**config.mk**
```make
export PLATFORM = sky130hd
export DESIGN_NAME = bundle_dispatch
export DESIGN_NICKNAME = d
export VERILOG_FILES = /design/src/rtl/bdisp_pkg.sv /design/src/rtl/bdisp_tmpl_decode.sv /design/src/rtl/bdisp_lane_split.sv /design/src/rtl/bdisp_issue_reg.sv /design/src/rtl/bundle_dispatch.sv
export SDC_FILE = /design/constraint.sdc
export NUM_CORES = 1
export LEC_CHECK = 0
export BUFFER_PORTS_ARGS = -buffer_cell sky130_fd_sc_hd__buf_2
export CAP_MARGIN = 20
export CORE_AREA = 2 2 210 212
export CTS_CLUSTER_DIAMETER = 60
export CTS_CLUSTER_SIZE = 25
export DETAILED_ROUTE_END_ITERATION = 7
export DIE_AREA = 0 0 212 214
export PLACE_DENSITY = 0.65
export SETUP_SLACK_MARGIN = 0.3
export SYNTH_ARGS = -nofsm -noshare
export SYNTH_HDL_FRONTEND = slang
export SYNTH_HIERARCHICAL = 1
export SYNTH_SLANG_ARGS = --single-unit
```
**constraint.sdc**
```tcl
create_clock -name clk -period 1.9 [get_ports clk]
set_input_delay 0.38 -clock clk [delete_from_list [all_inputs] [get_ports clk]]
set_output_delay 0.38 -clock clk [all_outputs]
set_load 0.005 [all_outputs]
```
**src/rtl/bdisp_pkg.sv**
```systemverilog
// Package: shared widths and types for the bundle dispatcher.
// Assumes a fixed 128-bit bundle of one 5-bit template and three 41-bit slots.
package bdisp_pkg;
    localparam int BUNDLE_W = 128;
    localparam int TMPL_W   = 5;
    localparam int SLOT_W   = 41;
    localparam int SLOTS    = 3;
    localparam int UNIT_W   = 3;

    typedef enum logic [UNIT_W-1:0] {
        UNIT_M    = 3'd0,
        UNIT_I    = 3'd1,
        UNIT_F    = 3'd2,
        UNIT_B    = 3'd3,
        UNIT_L    = 3'd4,
        UNIT_X    = 3'd5,
        UNIT_NONE = 3'd7
    } unit_e;

    typedef struct packed {
        logic  legal;
        logic  pair;
        unit_e u2;
        unit_e u1;
        unit_e u0;
    } tmpl_info_t;
endpackage

```
**src/rtl/bdisp_tmpl_decode.sv**
```systemverilog
// Module: template decoder. Maps a 5-bit template to per-slot unit classes.
// Assumes the template's low bit only marks a stop and never changes the units.
module bdisp_tmpl_decode
    import bdisp_pkg::*;
(
    input  logic [TMPL_W-1:0] tmpl,
    output tmpl_info_t        info
);
    // Table lookup on the four upper template bits.
    always_comb begin
        info = '{legal: 1'b1, pair: 1'b0, u2: UNIT_NONE, u1: UNIT_NONE, u0: UNIT_NONE};
        unique case (tmpl[4:1])
            4'b0000, 4'b0001: {info.u0, info.u1, info.u2} = {UNIT_M, UNIT_I, UNIT_I};
            4'b0010: begin
                {info.u0, info.u1, info.u2} = {UNIT_M, UNIT_L, UNIT_X};
                info.pair = 1'b1;
            end
            4'b0100, 4'b0101: {info.u0, info.u1, info.u2} = {UNIT_M, UNIT_M, UNIT_I};
            4'b0110: {info.u0, info.u1, info.u2} = {UNIT_M, UNIT_F, UNIT_I};
            4'b0111: {info.u0, info.u1, info.u2} = {UNIT_M, UNIT_M, UNIT_F};
            4'b1000: {info.u0, info.u1, info.u2} = {UNIT_M, UNIT_I, UNIT_B};
            4'b1001: {info.u0, info.u1, info.u2} = {UNIT_M, UNIT_B, UNIT_B};
            4'b1011: {info.u0, info.u1, info.u2} = {UNIT_B, UNIT_B, UNIT_B};
            4'b1100: {info.u0, info.u1, info.u2} = {UNIT_M, UNIT_M, UNIT_B};
            4'b1110: {info.u0, info.u1, info.u2} = {UNIT_M, UNIT_F, UNIT_B};
            default: info.legal = 1'b0;
        endcase
    end

    // Reserved codes never yield a paired or classified slot.
    always_comb begin
        if (!info.legal) begin
            a_illegal_clean_r4: assert (!info.pair && info.u0 == UNIT_NONE);
        end
    end
endmodule

```
**src/rtl/bdisp_lane_split.sv**
```systemverilog
// Module: single-lane splitter. Cuts one bundle into slots and attaches
// each slot's unit class and issue valid. Purely combinational.
// Assumes slot 0 sits directly above the template, slot 2 at the top.
module bdisp_lane_split
    import bdisp_pkg::*;
(
    input  logic [BUNDLE_W-1:0]        bundle,
    output logic [SLOTS*SLOT_W-1:0]    insn,
    output logic [SLOTS*UNIT_W-1:0]    unit,
    output logic [SLOTS-1:0]           slot_valid,
    output logic                       pair,
    output logic                       illegal
);
    tmpl_info_t info;

    bdisp_tmpl_decode u_dec (
        .tmpl (bundle[TMPL_W-1:0]),
        .info (info)
    );

    // Slot extraction: fixed bit fields above the template.
    for (genvar s = 0; s < SLOTS; s++) begin : g_slot
        assign insn[s*SLOT_W +: SLOT_W] = bundle[TMPL_W + s*SLOT_W +: SLOT_W];
    end

    // Classification outputs; the paired upper slot never issues on its own.
    assign unit       = {info.u2, info.u1, info.u0};
    assign slot_valid = {info.legal & ~info.pair, info.legal, info.legal};
    assign pair       = info.pair;
    assign illegal    = ~info.legal;
endmodule

```
**src/rtl/bdisp_issue_reg.sv**
```systemverilog
// Module: issue register. One load-enabled stage that holds the whole
// issue group while downstream stalls.
// Assumes the caller has already masked valid bits for lanes not accepted.
module bdisp_issue_reg #(
    parameter int W = 8
) (
    input  logic         clk,
    input  logic         rst_n,
    input  logic         load_en,
    input  logic [W-1:0] d,
    output logic [W-1:0] q
);
    // Capture a new issue group only when downstream takes one.
    always_ff @(posedge clk) begin
        if (!rst_n)
            q <= '0;
        else if (load_en)
            q <= d;
    end

    p_hold_r7: assert property (@(posedge clk) disable iff (!rst_n)
        !load_en |=> $stable(q));
endmodule

```
**src/rtl/bundle_dispatch.sv**
```systemverilog
// Module: bundle dispatcher top. Accepts up to NUM_LANES bundles per cycle
// in lane order, classifies every slot by template and registers the result.
// Assumes one downstream ready covers all lanes; lane readiness depends on
// the valids of earlier lanes within the same cycle.
module bundle_dispatch
    import bdisp_pkg::*;
#(
    parameter int NUM_LANES = 2
) (
    input  logic                               clk,
    input  logic                               rst_n,
    input  logic [NUM_LANES-1:0]               in_valid,
    output logic [NUM_LANES-1:0]               in_ready,
    input  logic [NUM_LANES*BUNDLE_W-1:0]      in_bundle,
    input  logic                               out_ready,
    output logic [NUM_LANES-1:0]               out_bundle_valid,
    output logic [NUM_LANES-1:0]               out_illegal,
    output logic [NUM_LANES-1:0]               out_pair,
    output logic [NUM_LANES*SLOTS-1:0]         out_slot_valid,
    output logic [NUM_LANES*SLOTS*UNIT_W-1:0]  out_slot_unit,
    output logic [NUM_LANES*SLOTS*SLOT_W-1:0]  out_slot_insn
);
    localparam int SV_W   = NUM_LANES*SLOTS;
    localparam int UN_W   = NUM_LANES*SLOTS*UNIT_W;
    localparam int IN_W   = NUM_LANES*SLOTS*SLOT_W;
    localparam int REG_W  = 3*NUM_LANES + SV_W + UN_W + IN_W;

    logic [NUM_LANES-1:0] accept;
    logic [NUM_LANES-1:0] nxt_bv, nxt_ill, nxt_pair;
    logic [SV_W-1:0]      nxt_sv;
    logic [UN_W-1:0]      nxt_unit;
    logic [IN_W-1:0]      nxt_insn;
    logic [REG_W-1:0]     reg_d, reg_q;

    // In-order readiness: a lane is ready only if every earlier lane is valid.
    always_comb begin
        logic prior;
        prior = 1'b1;
        for (int k = 0; k < NUM_LANES; k++) begin
            in_ready[k] = out_ready & prior;
            prior       = prior & in_valid[k];
        end
    end

    assign accept = in_valid & in_ready;

    for (genvar k = 0; k < NUM_LANES; k++) begin : g_lane
        logic [SLOTS*SLOT_W-1:0] l_insn;
        logic [SLOTS*UNIT_W-1:0] l_unit;
        logic [SLOTS-1:0]        l_sv;
        logic                    l_pair, l_ill;

        bdisp_lane_split u_split (
            .bundle     (in_bundle[k*BUNDLE_W +: BUNDLE_W]),
            .insn       (l_insn),
            .unit       (l_unit),
            .slot_valid (l_sv),
            .pair       (l_pair),
            .illegal    (l_ill)
        );

        // Mask every per-lane flag with acceptance; data passes unmasked.
        assign nxt_bv[k]                              = accept[k];
        assign nxt_ill[k]                             = accept[k] & l_ill;
        assign nxt_pair[k]                            = accept[k] & l_pair;
        assign nxt_sv[k*SLOTS +: SLOTS]               = l_sv & {SLOTS{accept[k]}};
        assign nxt_unit[k*SLOTS*UNIT_W +: SLOTS*UNIT_W] = l_unit;
        assign nxt_insn[k*SLOTS*SLOT_W +: SLOTS*SLOT_W] = l_insn;

        p_illegal_quiet_r4: assert property (@(posedge clk) disable iff (!rst_n)
            out_illegal[k] |-> (out_slot_valid[k*SLOTS +: SLOTS] == '0) && !out_pair[k]);

        p_pair_shape_r3: assert property (@(posedge clk) disable iff (!rst_n)
            out_pair[k] |-> (out_slot_valid[k*SLOTS +: SLOTS] == 3'b011)
                && (out_slot_unit[(k*SLOTS+1)*UNIT_W +: UNIT_W] == UNIT_L)
                && (out_slot_unit[(k*SLOTS+2)*UNIT_W +: UNIT_W] == UNIT_X));

        p_accept_shows_r6: assert property (@(posedge clk) disable iff (!rst_n)
            (in_valid[k] && in_ready[k]) |=> out_bundle_valid[k]);

        p_slot_needs_bundle_r8: assert property (@(posedge clk) disable iff (!rst_n)
            (out_slot_valid[k*SLOTS +: SLOTS] != '0) |-> out_bundle_valid[k]);

        if (k > 0) begin : g_order
            p_lane_order_r5: assert property (@(posedge clk) disable iff (!rst_n)
                out_bundle_valid[k] |-> out_bundle_valid[k-1]);
        end
    end

    assign reg_d = {nxt_bv, nxt_ill, nxt_pair, nxt_sv, nxt_unit, nxt_insn};

    bdisp_issue_reg #(.W(REG_W)) u_issue (
        .clk     (clk),
        .rst_n   (rst_n),
        .load_en (out_ready),
        .d       (reg_d),
        .q       (reg_q)
    );

    assign {out_bundle_valid, out_illegal, out_pair,
            out_slot_valid, out_slot_unit, out_slot_insn} = reg_q;

    p_stall_no_take_r7: assert property (@(posedge clk) disable iff (!rst_n)
        !out_ready |-> (in_ready == '0));
endmodule

```
==> results of run 1 <==
-- layer usage --
layer  vias to the layer above  track usage  share of wire
li1                       4192            -              -
met1                      3777        0.136           0.39
met2                       309        0.230           0.50
met3                        43       0.0369          0.083
met4                         2       0.0404          0.024
met5                         -            0        0.00043
-- logic make-up (layout without fill, tap and decap cells) --
group                     after synthesis  count (layout)  share of synthesized area
and+or+nand+nor                       306             306                      0.151
AOI/OAI and AO/OA                      14              14                    0.00730
other                                   0               1                          0
xor gates and xnor gates                4               4                    0.00269
muxes                                 276             276                      0.212
DFF                                   276             276                      0.424
buffers and inverters                 323             606                      0.203
-- how the worst min path moves through the flow --
stage	startpoint	to	slack, ps	cells after the start
after floorplan	u_issue/q[0]	u_issue/q[0]	510	2
after global placement	u_issue/q[150]	u_issue/q[150]	490	2
after detailed placement	u_issue/q[180]	u_issue/q[180]	490	2
after CTS	in_bundle[225]	u_issue/q[215]	50	3
after global routing	in_bundle[44]	u_issue/q[39]	70	3
final	in_bundle[225]	u_issue/q[215]	80	3
-- layout make-up --
type	instances	area (um^2)
clock inverter	17	253
multi-input combinational	600	4850
inverter	2	7.51
clock buffer	26	608
antenna	1	2.50
fill	4366	27900
sequential	276	5530
timing repair buffer	561	3000
tap	585	732
-- through the flow --
stage | total power (uW) | hold slack, ps | setup WS [ps] | utilization | std cells
floorplan | 7750 | 507 | 455 | - | 1199
global placement | 8070 | 491 | 291 | 0.329 | 2024
detailed placement | 8110 | 495 | 322 | 0.329 | 2024
CTS | 13400 | 50.2 | 400 | 0.349 | 2067
global route | 13800 | 68.8 | 398 | 0.349 | 2068
finish | 13200 | 83.5 | 443 | 0.349 | 2068
-- report_power, final --
group / switching (uW) / total, uW / internal, uW / leakage (uW)
registers: 166 / 6290 / 6120 / 0.00228
logic: 752 / 1670 / 918 / 0.00487
clock network: 2500 / 5250 / 2750 / 0.000412
-- synth_stat cells, drive strengths merged, types with 3 or more instances --
cell / count / share of area
and2: 3 / 0.0019
nor2: 4 / 0.0012
buf: 293 / 0.19
mux2i: 276 / 0.21
clkbuf: 28 / 0.0082
and3: 6 / 0.0031
o21ai: 6 / 0.0023
nor2b: 278 / 0.13
and4: 5 / 0.0036
dfxtp: 276 / 0.42
==> summary.md, run 1 <==
| Metric | Value |
|---|---|
| PortBufs | `about 540` |
| Die height | `214 um` |
| Max_slew headroom | `0.739` |
| Reg2Reg Setup Slack | `between 1000 and 1500 ps` |
| Final Setup Violations | `0` |
| Starting DRT DRC Count | `about 280` |
| DR WL/cell | `14.6 um` |
| H-tree depth reported by CTS | `1` |
| Clk Latency, worst-skew pair | `around 540 ps` |
| Pins Over Slew Limit | `0` |
| CP cell instances | `buf_2` |
| Number of flip-flops in the largest register | `roughly 280` |
| Routability cong. | `between 0.8 and 0.9` |
| Die Wd | `approximately 210 um` |
| DR DRC count | `0` |
| Largest net degree at the start of global routing | `slightly below 100` |
| Post-Synthesis Cells | `~1200` |
| Share of cells above drive strength 1 | `0.415` |
| Total of max-cap violations | `0` |
| Max incr delay on CP | `about 400 ps` |
| Fin. Hold Viols | `0` |
| Design area | `roughly 0.015 mm^2` |
| RSZ-0062 raised after global routing | `false` |
| Setup crit end | `out_slot_insn[194]` |
| CTS tree | `built` |
| TritonCTS buffer count | `24` |
| Reg2reg end | `u_issue/q[171]` |
| Ys flop type | `dfxtp_1` |
| Worst Setup Path Type | `reg -> out` |
| Biggest regs | `u_issue/q: 276 flops` |
| Max Freq | `~700 MHz` |
| Row cnt | `between 70 and 80` |
| Initial Utilization | `0.304` |
| Syn nets | `approximately 1500` |
| Clock Tree Buf Depth | `3` |
| Slew of the pin with the lowest slew margin | `388 ps` |
| Clock skew | `0 ps` |
| Number of flops mapped to enable cells by yosys | `0` |
| Startpoint Class | `register` |
| Top reg by flops | `u_issue/q` |
| DR vias | `around 8300` |
| Clock Tree Root | `clkbuf_16` |
| CP max FO | `2` |
| Initial antenna violation count | `2` |
| PostCTS Resize Cnt | `0` |
| Final TNS setup | `0 ps` |
| Clk sinks | `between 200 and 300` |
| Leading cell type in the layout, fill and taps excluded | `buf_2` |
| Total congestion overflow | `0` |
| Cells on worst reg2reg path | `2` |
| Ports | `539` |
| Post-synth cell types | `32` |
| WL final | `roughly 30 mm` |
| Crit path depth | `1` |
| Ys async rst share | `0` |
| Dpl hpwl | `23.1 mm` |
| Cts-stage hold buffer count | `0` |
| Most frequent cells in the layout | `534 x buf_2, 276 x mux2i_1, 276 x nor2b_1, 276 x dfxtp_1, 24 x clkbuf_16` |
| Origin of the critical flop-to-flop path | `u_issue/q[171]` |
| Peak supply drop | `around 0.00058 V` |
| Crit path DAT | `1080 ps` |
| Largest delay share family, worst path | `flip-flops` |
| Clk slew on worst S/H paths | `roughly 80 ps` |
| Crit path required time | `1520 ps` |
| Post-synthesis sequential area ratio | `0.424` |
| Power Density | `882 mW/mm^2` |
| Buf+Inv Stages, Crit Path | `1` |
| Worst Setup SP | `u_issue/q[194]` |
| Number of global-route vias before repair | `about 8500` |
| Min-delay worst type | `in -> reg` |
| Synth Cell Area | `between 0.01 and 0.015 mm^2` |
| Number of vias per cell | `~4.0` |
| Min Tclk post-route | `roughly 1500 ps` |
| Post-CTS setup buffers | `0` |
| Cell leakage power | `between 0.007 and 0.008 uW` |
| Die ar. | `around 0.045 mm^2` |
| CP max stage cell | `dfxtp_1` |
| Status | `completed` |
| Period utilization | `0.767` |
| CP endpoint kind | `output port` |
| Area grow syn2layout | `15.1%` |
| Antenna Nets Post-Route | `0` |
| Syn_area_per_cell | `roughly 11 um^2` |
| Syn. warnings | `6` |
| Area post-placement | `approximately 0.014 mm^2` |
| Core Box Area | `0.0429 mm^2` |
| Nets | `1726` |
| Drt pass-1 iters | `4` |
| Global-route wire length before repair | `45.5 mm` |
| Total track usage | `0.125` |
| Register bit count reported by yosys | `about 280` |
No activity file was read; power rests on OpenSTA's default activity.
==> run 2, diff against run 1 <==
--- a/config.mk
+++ b/config.mk
@@ -5,14 +5,15 @@
 export SDC_FILE = /design/constraint.sdc
 export NUM_CORES = 1
 export LEC_CHECK = 0
+export ABC_AREA = 1
 export BUFFER_PORTS_ARGS = -buffer_cell sky130_fd_sc_hd__buf_2
 export CAP_MARGIN = 20
-export CORE_AREA = 2 2 210 212
+export CORE_AREA = 2 2 207 209
 export CTS_CLUSTER_DIAMETER = 60
 export CTS_CLUSTER_SIZE = 25
 export DETAILED_ROUTE_END_ITERATION = 7
-export DIE_AREA = 0 0 212 214
-export PLACE_DENSITY = 0.65
+export DIE_AREA = 0 0 209 211
+export PLACE_DENSITY = 0.67
 export SETUP_SLACK_MARGIN = 0.3
 export SYNTH_ARGS = -nofsm -noshare
 export SYNTH_HDL_FRONTEND = slang
==> constraint.sdc (replaced) <==
create_clock -name clk -period 1.5 [get_ports clk]
set_input_delay 0.3 -clock clk [delete_from_list [all_inputs] [get_ports clk]]
set_output_delay 0.3 -clock clk [all_outputs]
set_load 0.005 [all_outputs]
==> summary.md, run 2 <==
| Metric | Value |
|---|---|
| Worst Setup Path Type | `reg -> out (unchanged)` |
| Post-synth cell types | `15 (was 32)` |
| Clk sinks | `276 (unchanged)` |
| Crit path required time | `1200 ps (was 1520 ps)` |
| CP max stage cell | `dfxtp_4 (was dfxtp_1)` |
| Synth Cell Area | `0.0134 mm^2 (was 0.0130 mm^2)` |
| Min-delay worst type | `in -> reg (unchanged)` |
| Max incr delay on CP | `370 ps (was 400 ps)` |
| Clk Latency, worst-skew pair | `560 ps (was 540 ps)` |
| Core Box Area | `0.0418 mm^2 (was 0.0429 mm^2)` |
| H-tree depth reported by CTS | `1 (unchanged)` |
| Area grow syn2layout | `34.2% (was 15.1%)` |
| Top layer in use | `met4 (was met5)` |
| Drt pass-1 iters | `5 (was 4)` |
| Cells on worst reg2reg path | `3 (was 2)` |
| DR DRC count | `0 (unchanged)` |
| Peak supply drop | `0.000807 V (was 0.000577 V)` |
| Ports | `539 (unchanged)` |
| Pins Over Slew Limit | `0 (unchanged)` |
| Syn. warnings | `6 (unchanged)` |
| Power Density | `1010 mW/mm^2 (was 882 mW/mm^2)` |
| Number of global-route vias before repair | `10773 (was 8466)` |
| Post-synthesis sequential area ratio | `0.411 (was 0.424)` |
| PortBufs | `536 (unchanged)` |
| Initial antenna violation count | `2 (unchanged)` |
| Origin of the critical flop-to-flop path | `u_issue/q[202] (was u_issue/q[171])` |
| Total of max-cap violations | `0 (unchanged)` |
| DR vias | `11923 (was 8323)` |
| Synth cell count leaders | `566 x nor2_1, 565 x nand2_1, 300 x inv_1 (was 276 x dfxtp_1, 276 x mux2i_1, 276 x nor2b_1)` |
| Nets | `2659 (was 1726)` |
| Total track usage | `0.144 (was 0.125)` |
| Period utilization | `0.887` |
| Number of flops mapped to enable cells by yosys | `0 (unchanged)` |
| Die height | `211 um (was 214 um)` |
| Syn_area_per_cell | `6.46 um^2 (was 10.9 um^2)` |
| Most frequent cells in the layout | `566 x nor2_1, 564 x nand2_1, 338 x buf_2 (was 534 x buf_2, 276 x mux2i_1, 276 x nor2b_1, 276 x dfxtp_1, 24 x clkbuf_16)` |
| RSZ-0062 raised after global routing | `true (was false)` |
| Ys flop type | `dfxtp_1 (unchanged)` |
| Share of cells above drive strength 1 | `0.391 (was 0.415)` |
| Crit path DAT | `1030 ps (was 1080 ps)` |
| WHS | `30.3 ps (was 83.5 ps)` |
| Global-route wire length before repair | `52.5 mm (was 45.5 mm)` |
| Most instantiated library cell after synthesis | `nor2_1` |
| DR WL/cell | `11.8 um (was 14.6 um)` |
| Final TNS setup | `0 ps (unchanged)` |
| Ys async rst share | `0 (unchanged)` |
| Slew of the pin with the lowest slew margin | `358 ps (was 388 ps)` |
| Worst Hold End | `u_issue/q[45] (was u_issue/q[215])` |
| Leading cell type in the layout, fill and taps excluded | `nor2_1 (was buf_2)` |
| CP endpoint kind | `output port (unchanged)` |
| Starting DRT DRC Count | `491 (was 275)` |
| Max Freq | `~750 MHz` |
| Area share of the largest cell type after synthesis | `0.411 (was 0.424)` |
| Top reg by flops | `u_issue/q (unchanged)` |
| Reg2Reg Setup Slack | `800 ps (was 1220 ps)` |
| Clock Tree Buf Depth | `3 (unchanged)` |
| Routability cong. | `0.803 (was 0.829)` |
| WL final | `34.8 mm (was 30.1 mm)` |
| Min Tclk post-route | `1330 ps` |
| Register bit count reported by yosys | `276 (unchanged)` |
| Clock Tree Root | `clkbuf_16 (unchanged)` |
| Metal3 WL | `2.90 mm (was 2.51 mm)` |
| Clk slew on worst S/H paths | `70 ps (was 80 ps)` |
| Syn nets | `2341 (was 1460)` |
| Worst Setup SP | `u_issue/q[71] (was u_issue/q[194])` |
| CP cell instances | `buf_6 (was buf_2)` |
| Max_slew headroom | `0.761 (was 0.739)` |
| Number of vias per cell | `4.03 (was 4.02)` |
| Hold Crit Depth | `5 (was 3)` |
| Total congestion overflow | `0 (unchanged)` |
| Fin. Hold Viols | `0 (unchanged)` |
| Cell leakage power | `0.0103 uW (was 0.00755 uW)` |
| Met2 routed WL | `16.7 mm (was 15.2 mm)` |
| Layout Utilization | `0.432 (was 0.349)` |
| Biggest regs | `u_issue/q: 276 flops (unchanged)` |
| Initial Utilization | `0.322 (was 0.304)` |
| Number of flip-flops in the largest register | `276 (unchanged)` |
| TritonCTS buffer count | `26 (was 24)` |
| Die ar. | `0.0441 mm^2 (was 0.0454 mm^2)` |
| Antenna Nets Post-Route | `0 (unchanged)` |
| Dpl hpwl | `24.4 mm (was 23.1 mm)` |
| Row cnt | `75 (was 76)` |
| Reg2reg end | `u_issue/q[202] (was u_issue/q[171])` |
| Final Setup Violations | `0 (unchanged)` |
| Synth area leaders | `dfxtp_1 41%, nor2_1 16%, nand2_1 16% (was dfxtp_1 42%, mux2i_1 21%, buf_4 15%)` |
| Startpoint Class | `register (unchanged)` |
| Post-Synthesis Cells | `2080 (was 1199)` |
| Largest net degree at the start of global routing | `45 (was 99)` |
| Clock skew | `0 ps (unchanged)` |
| Buf+Inv Stages, Crit Path | `1 (unchanged)` |
| Min-delay src | `in_bundle[50] (was in_bundle[225])` |
| Post-synth top area cell | `dfxtp_1 (unchanged)` |
| Status | `completed (unchanged)` |
| Largest delay share family, worst path | `flip-flops (unchanged)` |
| CTS tree | `built (unchanged)` |
| Die Wd | `209 um (was 212 um)` |
| CP max FO | `2 (unchanged)` |
| Wl on met1 | `13.8 mm (was 11.7 mm)` |
run 2: changes by cell type after synthesis, sizes merged, moves of 3 or more:
cell / change
and2: -3
and3: -6
and4: -5
buf: +46
clkbuf: -21
inv: +302
mux2i: -276
nand2: +575
nand4: +4
nor2: +566
nor2b: -278
o21ai: -4
run 2: cell families (layout without fill, tap and decap cells):
family / after synthesis / in the layout / share of synthesized area
AND/OR/NAND/NOR: 1150 / 1150 / 0.326
buffers and inverters: 650 / 987 / 0.261
flip-flops: 276 / 276 / 0.411
AO/OA/AOI/OAI: 4 / 4 / 0.00186
other: 0 / 1 / 0
run 2: worst min-delay path, cell delays in order:
cell	delay (ps)
buf_2	90
inv_1	40
nand2_1	40
nand2_1	50
nor2_1	30
run 2: worst max path at each step:
stage / slack (ps) / cells past startpoint / end
2_1_floorplan: 410 / 13 / u_issue/q[266]
3_3_place_gp: 190 / 14 / u_issue/q[269]
3_5_place_dp: 180 / 14 / u_issue/q[269]
4_1_cts: 140 / 1 / out_slot_insn[71]
5_1_grt: 130 / 1 / out_slot_insn[71]
6_report: 170 / 1 / out_slot_insn[71]
run 2: final cells by class:
type	instances	area, um^2
Clock buffer	29	682
Clock inverter	18	196
Multi-Input combinational cell	1154	4410
Timing Repair Buffer	636	5050
Inverter	304	1140
Sequential cell	276	5870
Tap cell	539	674
Fill cell	4212	23700
Antenna cell	1	2.50
run 2: per-stage QoR:
stage | power, uW | setup slack [ps] | instances | instance area (um^2)
detailed placement | 10800 | 177 | 2855 | 15000
floorplan | 10000 | 408 | 2080 | 13400
CTS | 18200 | 140 | 2942 | 17500
finish | 18200 | 169 | 2957 | 18000
global placement | 10800 | 194 | 2855 | 15000
global route | 19100 | 131 | 2957 | 18000
run 2: repair_timing:
action,CTS,global route
hold buffers,32,0
resized for setup,417,68
endpoints found under the hold margin,32,0
endpoints found under the setup margin,276,352
pin swaps,0,0
cloned,0,4
setup buffers,8,10
run 2: power breakdown:
group | leakage (uW) | internal [uW] | switching (uW) | total, uW
clock | 0.000430 | 3600 | 3180 | 6770
combinational | 0.00746 | 1680 | 1440 | 3120
sequential | 0.00237 | 7940 | 330 | 8270
total | 0.0103 | 13200 | 4940 | 18200
run 2: metal layers:
metal,GRT usage,up-vias
met1,0.160,5139
met3,0.0419,81
met2,0.255,400
met5,0,-
li1,-,6303
met4,0.0631,0
